## config.mk

```make
export PLATFORM = sky130hd
export DESIGN_NAME = vsi_integrator
export DESIGN_NICKNAME = d
export VERILOG_FILES = /design/src/rtl/vsi_pkg.sv /design/src/rtl/vsi_edge_sync.sv /design/src/rtl/vsi_half_meter.sv /design/src/rtl/vsi_accum.sv /design/src/rtl/vsi_integrator.sv
export SDC_FILE = /design/constraint.sdc
export NUM_CORES = 1
export LEC_CHECK = 0
export ABC_CLOCK_PERIOD_IN_PS = 10300
export BUFFER_PORTS_ARGS = -buffer_cell sky130_fd_sc_hd__buf_4
export CORE_MARGIN = 4
export CORE_UTILIZATION = 65
export DETAILED_ROUTE_END_ITERATION = 6
export GPL_TIMING_DRIVEN = 0
export PLACE_DENSITY = 0.95
export SLEW_MARGIN = 20
export SYNTH_ARGS = -nofsm -noshare
export SYNTH_HDL_FRONTEND = slang
export SYNTH_SLANG_ARGS = --single-unit
```

## constraint.sdc

```tcl
create_clock -name clk -period 10.3 [get_ports clk]
set_clock_uncertainty 0.05 [all_clocks]
set_input_delay 2.06 -clock clk [delete_from_list [all_inputs] [get_ports clk]]
set_output_delay 2.06 -clock clk [all_outputs]
set_load 0.05 [all_outputs]
```

## src/rtl/vsi_pkg.sv

```systemverilog
package vsi_pkg;
  localparam int unsigned VSI_AMP_W = 16;
  localparam int unsigned VSI_CNT_W = 12;
  localparam int unsigned VSI_INT_W = 40;

  typedef enum logic {
    HALF_POS = 1'b0,
    HALF_NEG = 1'b1
  } half_e;

  localparam int unsigned VSI_HALVES = 2;
endpackage

```

## src/rtl/vsi_edge_sync.sv

```systemverilog
module vsi_edge_sync #(
  parameter int unsigned N = 2
) (
  input  logic         clk,
  input  logic         rst_n,
  input  logic [N-1:0] async_i,
  output logic [N-1:0] level_o,
  output logic [N-1:0] rise_o,
  output logic [N-1:0] fall_o
);
  logic [N-1:0] meta_q, sync_q, prev_q;

  always_ff @(posedge clk or negedge rst_n) begin
    if (!rst_n) begin
      meta_q <= '0;
      sync_q <= '0;
      prev_q <= '0;
    end else begin
      meta_q <= async_i;
      sync_q <= meta_q;
      prev_q <= sync_q;
    end
  end

  assign level_o = sync_q;
  assign rise_o  = sync_q & ~prev_q;
  assign fall_o  = ~sync_q & prev_q;
endmodule

```

## src/rtl/vsi_half_meter.sv

```systemverilog
module vsi_half_meter #(
  parameter int unsigned AMP_W = 16,
  parameter int unsigned CNT_W = 12
) (
  input  logic             clk,
  input  logic             rst_n,
  input  logic             level_i,
  input  logic             rise_i,
  input  logic             fall_i,
  input  logic [AMP_W-1:0] adc_i,
  output logic [CNT_W-1:0] width_o,
  output logic [AMP_W-1:0] amp_o
);
  localparam logic [CNT_W-1:0] CNT_MAX = {CNT_W{1'b1}};
  localparam logic [CNT_W-1:0] CNT_ONE = CNT_W'(1);

  logic [CNT_W-1:0] cnt_q, cnt_d, width_q, width_d;
  logic [AMP_W-1:0] peak_q, peak_d, amp_q, amp_d;
  logic             run_en, latch_en;

  assign run_en   = rise_i | level_i;
  assign latch_en = fall_i;

  always_comb begin
    cnt_d   = cnt_q;
    peak_d  = peak_q;
    width_d = width_q;
    amp_d   = amp_q;
    if (rise_i) begin
      cnt_d  = CNT_ONE;
      peak_d = adc_i;
    end else if (level_i) begin
      cnt_d  = (cnt_q == CNT_MAX) ? cnt_q : cnt_q + CNT_ONE;
      peak_d = (adc_i > peak_q) ? adc_i : peak_q;
    end
    if (fall_i) begin
      width_d = cnt_q;
      amp_d   = peak_q;
    end
  end

  always_ff @(posedge clk or negedge rst_n) begin
    if (!rst_n) begin
      cnt_q  <= '0;
      peak_q <= '0;
    end else if (run_en) begin
      cnt_q  <= cnt_d;
      peak_q <= peak_d;
    end
  end

  always_ff @(posedge clk or negedge rst_n) begin
    if (!rst_n) begin
      width_q <= '0;
      amp_q   <= '0;
    end else if (latch_en) begin
      width_q <= width_d;
      amp_q   <= amp_d;
    end
  end

  assign width_o = width_q;
  assign amp_o   = amp_q;
endmodule

```

## src/rtl/vsi_accum.sv

```systemverilog
module vsi_accum #(
  parameter int unsigned AMP_W = 16,
  parameter int unsigned CNT_W = 12,
  parameter int unsigned INT_W = 40
) (
  input  logic                          clk,
  input  logic                          rst_n,
  input  logic [1:0]                    fin_i,
  input  logic [1:0][CNT_W-1:0]         width_i,
  input  logic [1:0][AMP_W-1:0]         amp_i,
  input  logic                          clear_i,
  output logic signed [AMP_W+CNT_W:0]   err_o,
  output logic signed [INT_W-1:0]       integral_o,
  output logic                          valid_o
);
  import vsi_pkg::*;
  localparam int unsigned PROD_W = AMP_W + CNT_W;
  localparam int unsigned ERR_W  = PROD_W + 1;
  localparam int unsigned SUM_W  = INT_W + 1;
  localparam logic signed [INT_W-1:0] INT_MAX = {1'b0, {(INT_W-1){1'b1}}};
  localparam logic signed [INT_W-1:0] INT_MIN = {1'b1, {(INT_W-1){1'b0}}};

  logic [1:0]               done_q, done_d;
  logic                     take;
  logic [PROD_W-1:0]        prod_p, prod_n;
  logic signed [ERR_W-1:0]  err_d, err_q;
  logic signed [INT_W-1:0]  base, int_d, int_q;
  logic signed [SUM_W-1:0]  sum;
  logic                     valid_d, int_en;

  assign take   = &done_q;
  assign done_d = fin_i | (take ? 2'b00 : done_q);

  assign prod_p = PROD_W'(amp_i[HALF_POS]) * PROD_W'(width_i[HALF_POS]);
  assign prod_n = PROD_W'(amp_i[HALF_NEG]) * PROD_W'(width_i[HALF_NEG]);
  assign err_d  = $signed({1'b0, prod_p}) - $signed({1'b0, prod_n});

  assign base = clear_i ? '0 : int_q;
  assign sum  = {base[INT_W-1], base} + {{(SUM_W-ERR_W){err_d[ERR_W-1]}}, err_d};

  always_comb begin
    int_d = int_q;
    if (take) begin
      if (sum[SUM_W-1] != sum[SUM_W-2]) int_d = sum[SUM_W-1] ? INT_MIN : INT_MAX;
      else                               int_d = sum[INT_W-1:0];
    end else if (clear_i) begin
      int_d = '0;
    end
  end

  assign valid_d = take;
  assign int_en  = take | clear_i;

  always_ff @(posedge clk or negedge rst_n) begin
    if (!rst_n) begin
      done_q  <= '0;
      valid_o <= 1'b0;
    end else begin
      done_q  <= done_d;
      valid_o <= valid_d;
    end
  end

  always_ff @(posedge clk or negedge rst_n) begin
    if (!rst_n)     err_q <= '0;
    else if (take)  err_q <= err_d;
  end

  always_ff @(posedge clk or negedge rst_n) begin
    if (!rst_n)       int_q <= '0;
    else if (int_en)  int_q <= int_d;
  end

  assign err_o      = err_q;
  assign integral_o = int_q;
endmodule

```

## src/rtl/vsi_integrator.sv

```systemverilog
module vsi_integrator #(
  parameter int unsigned AMP_W = vsi_pkg::VSI_AMP_W,
  parameter int unsigned CNT_W = vsi_pkg::VSI_CNT_W,
  parameter int unsigned INT_W = vsi_pkg::VSI_INT_W
) (
  input  logic                        clk,
  input  logic                        rst_n,
  input  logic                        pos_pulse_i,
  input  logic                        neg_pulse_i,
  input  logic [AMP_W-1:0]            adc_i,
  input  logic                        clear_i,
  output logic signed [AMP_W+CNT_W:0] err_o,
  output logic signed [INT_W-1:0]     integral_o,
  output logic                        valid_o
);
  import vsi_pkg::*;
  localparam int unsigned NH = VSI_HALVES;

  logic [NH-1:0]            lvl, rise, fall;
  logic [NH-1:0][CNT_W-1:0] width;
  logic [NH-1:0][AMP_W-1:0] amp;

  vsi_edge_sync #(.N(NH)) u_sync (
    .clk     (clk),
    .rst_n   (rst_n),
    .async_i ({neg_pulse_i, pos_pulse_i}),
    .level_o (lvl),
    .rise_o  (rise),
    .fall_o  (fall)
  );

  for (genvar h = 0; h < NH; h++) begin : g_half
    vsi_half_meter #(.AMP_W(AMP_W), .CNT_W(CNT_W)) u_meter (
      .clk     (clk),
      .rst_n   (rst_n),
      .level_i (lvl[h]),
      .rise_i  (rise[h]),
      .fall_i  (fall[h]),
      .adc_i   (adc_i),
      .width_o (width[h]),
      .amp_o   (amp[h])
    );
  end

  vsi_accum #(.AMP_W(AMP_W), .CNT_W(CNT_W), .INT_W(INT_W)) u_accum (
    .clk        (clk),
    .rst_n      (rst_n),
    .fin_i      (fall),
    .width_i    (width),
    .amp_i      (amp),
    .clear_i    (clear_i),
    .err_o      (err_o),
    .integral_o (integral_o),
    .valid_o    (valid_o)
  );
endmodule


```

# After elaboration in Yosys (flattened, before gate mapping)
# Cells that the tools add are included.
classes:
  addsub: 4
  n_mul: 2
  n_div: 0
  magnitude_cmp: 2
  eq_ne: 5
  shift: 0
  muxes: 17
  n_bitwise: 8
  reduce_logical: 9
ops:
  columns: ["cell", "count"]
  rows:
  - ["$mux W40", 4]
  - ["$mux W16", 6]
  - ["$mux W12", 6]
  - ["$mul A16 B12 Y28", 2]
  - ["$add A40 B29 Y41", 1]
  - ["$gt A16 B16 Y1", 2]
  - ["$sub A28 B28 Y29", 1]
  - ["$add A12 B1 Y12 const B", 2]
  - ["$eq A12 B12 Y1 const B", 2]
  - ["$reduce_and A3 Y1", 4]
  - ["$reduce_bool A2 Y1", 4]
  - ["$and A2 B2 Y2", 2]
  - ["$ne A2 B2 Y1 const B", 2]
  - ["$not A2 Y2", 2]
  - ["$or A1 B1 Y1", 3]
  - ["$mux W2", 1]
  - ["$or A2 B2 Y2", 1]
  - ["$reduce_and A2 Y1", 1]
  - ["$ne A1 B1 Y1", 1]
totals:
  register_bits: 190
  latchBits: 0
  mem_bits_rw: 0
  rom_bits: 0
  output_inout_bits: 70
  mem_count: 0

# Longest topological paths before layout
logic_depth:
  depth_word: 6
  ltp_mapped: 38
  mapped_depth_nobuf: 35

# Cells and area by module
# A second synthesis with hierarchy kept.
hier_totals:
  hier_cells: 2471
  hier_area_um2: 23362.4
modules_own_cells:
  columns: ["mod", "instances", "cells_per_inst", "area_each_um2"]
  rows:
  - ["vsi_accum", 1, 2043, 17747.0]
  - ["vsi_half_meter", 2, 209, 2715.1]
  - ["vsi_edge_sync", 1, 10, 185.2]

# Least setup slack after synthesis
# No wires, ideal clock.
synth_timing:
  path_type: "reg-to-reg"
  start: "reg g_half[0].u_meter.width_q[3]"
  end: "reg u_accum.int_q[26], in the netlist u_accum.integral_o[26]"
  setup_time_ns: 0.124
  arrival_ns: 9.030
  required_time_ns: 10.126
  path_slack_ns: 1.096
  path_stages_with_launch: 37
  n_path_buf: 4
  period_less_slack_ns: 9.204
  cell_sequence: "dfrtp_1 clkbuf_1 clkbuf_1 nand2_1 fa_1 inv_1 fa_1 fa_1 inv_1 fa_1 inv_1 fa_1 fa_1 inv_1 fa_1 inv_1 ha_1 a21o_1 a21o_1 a21o_1 or4_1 o21ai_1 o211ai_1 a31oi_1 xnor2_1 ha_1 clkbuf_1 a21o_1 a21o_1 a21oi_1 o21a_1 o31a_1 o2111a_1 nor3_4 o21ai_2 buf_2 o21ai_1"
synth_between:
  elab_chain_len: 6
  elab_cells_between_ends: 7
synth_rtl:
  columns: ["item", "line_no", "source"]
  rows:
  - ["start: declaration", "vsi_half_meter.sv:17", "logic [CNT_W-1:0] cnt_q, cnt_d, width_q, width_d;"]
  - ["start signal: assignment", "vsi_half_meter.sv:57", "width_q <= width_d;"]
  - ["$mul A16 B12 Y28 (*)", "vsi_accum.sv:34", "assign prod_p = PROD_W'(amp_i[HALF_POS]) * PROD_W'(width_i[HALF_POS]);"]
  - ["$sub A28 B28 Y29 (*)", "vsi_accum.sv:36", "assign err_d = $signed({1'b0, prod_p}) - $signed({1'b0, prod_n});"]
  - ["via u_accum.err_d[28]", "vsi_accum.sv:26", "logic signed [ERR_W-1:0] err_d, err_q;"]
  - ["$add A40 B29 Y41 (*)", "vsi_accum.sv:39", "assign sum = {base[INT_W-1], base} + {{(SUM_W-ERR_W){err_d[ERR_W-1]}}, err_d};"]
  - ["$mux W40 / $ne A1 B1 Y1 (equally long branches)", "vsi_accum.sv:44", "if (sum[SUM_W-1] != sum[SUM_W-2]) int_d = sum[SUM_W-1] ? INT_MIN : INT_MAX;"]
  - ["$mux W40 (*)", "vsi_accum.sv:44", null]
  - ["$mux W40 (*)", "vsi_accum.sv:43", "if (take) begin"]
  - ["end signal: assignment", "vsi_accum.sv:71", "else if (int_en) int_q <= int_d;"]
  - ["end: declaration", "vsi_accum.sv:27", "logic signed [INT_W-1:0] base, int_d, int_q;"]
# Mark *: on every way through the listed nets, which the timed path passes. The rest lies on a longest branch.
# A chain may end at the register's enable or synchronous reset.

# Worst setup path after layout
layout_timing:
  start: "reg g_half[0].u_meter.amp_q[6]"
  end: "reg u_accum.int_q[6], in the netlist u_accum.integral_o[6]"
layout_between:
  elab_chain_len: 6
  elab_cells_between_ends: 7
layout_rtl:
  columns: ["item", "line_no", "source"]
  rows:
  - ["start: declaration", "vsi_half_meter.sv:18", "logic [AMP_W-1:0] peak_q, peak_d, amp_q, amp_d;"]
  - ["start signal: assignment", "vsi_half_meter.sv:58", "amp_q <= amp_d;"]
  - ["$mul A16 B12 Y28 (*)", "vsi_accum.sv:34", null]
  - ["$sub A28 B28 Y29 (*)", "vsi_accum.sv:36", null]
  - ["via u_accum.err_d[17]", "vsi_accum.sv:26", null]
  - ["$add A40 B29 Y41 (*)", "vsi_accum.sv:39", null]
  - ["$mux W40 / $ne A1 B1 Y1 (equally long branches)", "vsi_accum.sv:44", null]
  - ["$mux W40 (*)", "vsi_accum.sv:44", null]
  - ["$mux W40 (*)", "vsi_accum.sv:43", null]
# Marked as above.

==> results.txt <==
Final core utilization = 71.9%
Total gr overflow = 0
Post-Synth Simple-Gate Area = 16.4%
Smallest setup slack after layout = 0.358 ns
Status = completed
CTS max path bufs = 2
Grt peak-use layer = met2
Crit end category = flop
Post-synth EDFFs = 0
Prevailing post-synth register cell = dfrtp_1
Nets@finish = 3256
Site Rows = 69
Area grow syn2layout = 8.37%
Hpwl dp = 52200 um
I/O pins = 91
Reg2Reg Depth = 33
DRT Wirelength = 64200 um
Fillers = 2585
CP max FO = 10
Yosys top cell area share = 28.3%
CP Class = flop to flop
Worst setup SP type = flop
Mux cell area share after synthesis = 3.74%
Signal arrival time at the worst endpoint = 10.25 ns
Synth area leader = fa_1
XOR/XNOR share of the synthesized area = 2.73%
Largest family of logic cells by synthesized area = adder cells
CTS tree = built
Die width = 199 um
Pin count of the biggest net entering global routing = 103
Post-synthesis adder-cell area fraction = 37.9%
Met1 usage = 44.5%
Hold path depth = 0
First-pass GRT wire length = 104000 um
Cell mode on critical path = fa_1
Reg-to-Reg End = u_accum.integral_o[6]
Gpl congestion = 0.970
IO Port Bufs = 89
N_diodes = 0
WP data required = 10.61 ns
Sequential area share after synthesis = 20.1%
Initial core utilization = 66.3%
Clk sink count = 190
Worst rel slew slack = 42.3%
Initial antenna violation count = 2
Final setup fails = 0
Most numerous cell in the Yosys netlist = inv_1
Max_cap viols = 0
Total core area = 35700 um2
Post-synth cell types = 63
Final hold vios = 0
Worst-Margin Slew = 0.866 ns
Met2 usage = 54.3%
Die ar. = 39600 um2
Worst-skew pair later-pin latency = 0.48 ns
Syn_area_per_cell = 9.08 um2
# H-tree levels = 4
Routed vias = 19200
Fin crit period = 9.94 ns
Yosys Warn Count = 0
CTS root buf = clkbuf_16
Worst hold endpoint = u_sync.level_o[0]
DP Worst Slack = -0.413 ns
Synth top cells by count = inv_1 (442), nand2_1 (380), fa_1 (335)
Hold path start = u_sync.meta_q[0]
Tot GR Track Use = 33.5%
Die Ht = 199 um
Flops & latches, synth = 190
Crit-path max cell delay = 0.75 ns
Share of cells above drive strength 1 = 9.93%
Reg2Reg Launch Point = g_half[0].u_meter.amp_o[6]
Reg-to-reg setup timing slack = 0.36 ns
Final slew viol count = 0
Worst-path clk slew = 0.08 ns
Fmax achieved = 101 MHz
Drt first-iter violations = 1608
Vias/cell = 6.02
TritonCTS Buffers = 17
Hold crit path type = flop to flop
Slowest-stage cell, CP = o41ai_1
Compound-cell area share of the yosys netlist = 10.1%
Syn Inst Count = 2611
Ys async rst share = 100%
Synth area leaders = fa_1 (28%), dfrtp_1 (20%), ha_1 (9.6%), inv_1 (7.0%), nand2_1 (6.0%)
Detail Route Antenna Nets = 0
Final period util = 96.5%
Number of global-route vias before repair = 20200
GR Util met3 = 7.69%
Wire length per cell = 20.1 um
Min Hold Slack = 0.307 ns
Synth Net Count = 3149
DRC violations left = 0
Setup tns final = 0 ns
Mapped Area = 23700 um2
First-pass DRT Iterations = 6
-- final cells by class --
cell class / instances / area, um2 / area share, %
clock buffers: 17 / 425 / 1.66
clock inverters: 14 / 173 / 0.672
plain buffers: 121 / 522 / 2.03
inverters: 443 / 1660 / 6.47
repair buffers: 92 / 718 / 2.79
multi-input cells: 1853 / 16900 / 65.6
well taps: 461 / 577 / 2.24
flip-flops and latches: 190 / 4760 / 18.5
-- worst max-delay path by stage --
stage / end / slack [ns] / startpoint / depth (start not counted)
floorplan: u_accum.integral_o[26] / 1.10 / g_half[0].u_meter.width_o[3] / 36
global placement: u_accum.integral_o[15] / -0.71 / g_half[0].u_meter.width_o[3] / 35
detailed placement: u_accum.integral_o[6] / -0.41 / g_half[0].u_meter.width_o[4] / 35
CTS: u_accum.integral_o[6] / 0.01 / g_half[1].u_meter.width_o[6] / 32
global route: u_accum.integral_o[34] / -0.02 / g_half[0].u_meter.width_o[0] / 34
finish: u_accum.integral_o[6] / 0.36 / g_half[0].u_meter.amp_o[6] / 33
-- registers in the layout (all words and copies together), names as in the netlist --
name and flops:
u_sync.prev_q 2, u_accum.integral_o 40, u_accum.valid_o 1, u_accum.err_o 29, u_accum.done_q 2, g_half.u_meter.cnt_q 24, g_half.u_meter.width_o 24, g_half.u_meter.amp_o 32
u_sync.meta_q 2, g_half.u_meter.peak_q 32, u_sync.level_o 2
-- cells by family (layout without fill, tap and decap cells) --
logic type	Yosys count	count (layout)
xor+xnor	74	74
compound gates	386	386
flops	190	190
buf+inv	568	687
mux	79	79
simple gates	797	797
fa+ha+maj	517	517
-- worst max-delay path: cells and delay by family, from the launching register on --
kind            cells  cell delay, ns
xor+xnor            1            0.22
flops               1            0.52
compound gates     12            3.21
fa+ha+maj           9            4.15
buf+inv             9            1.30
simple gates        2            0.38
-- per-layer routing --
metal / vias up / share of wire (%)
met5: - / 0
met2: 874 / 48
met4: 0 / 3.7
met1: 9644 / 39
li1: 8490 / -
met3: 192 / 9.5
-- layout by cell type (no fill, tap or decap), types with 8 or more instances in the layout --
cell / instances
nand3_1: 18
a21oi_1: 118
nor2_1: 61
nand2b_1: 8
xnor2_1: 43
a21o_1: 30
nand4_1: 24
buf_4: 91
clkbuf_16: 17
clkbuf_2: 28
o21a_1: 18
nand2_1: 380
xor2_1: 30
ha_1: 182
o21bai_1: 8
fa_1: 335
and3_1: 8
o2111ai_1: 18
dfrtp_2: 8
o311ai_0: 18
dfrtp_1: 182
nor3_1: 14
mux2_2: 77
o21ai_0: 62
a31oi_1: 25
buf_1: 11
and2_1: 202
clkbuf_1: 66
buf_2: 11
inv_1: 442
nor2b_1: 54
o21ai_1: 39
-- stage by stage --
| step | cell area (um2) | instances |
|---|---|---|
| 2_1_floorplan | 23700 | 2611 |
| 3_3_place_gp | 25000 | 3161 |
| 3_5_place_dp | 25000 | 3162 |
| 4_1_cts | 25600 | 3190 |
| 5_1_grt | 25700 | 3191 |
| 6_report | 25700 | 3191 |
-- timing repair --
action,in CTS,in global routing
resized for setup,18,45
setup buffers,0,2
pin swaps,0,2
setup endpoints to repair,39,40
hold buffers,0,0
Power is not shown: default switching activity piles up to over one toggle a cycle in this logic, so the estimate is an artifact.
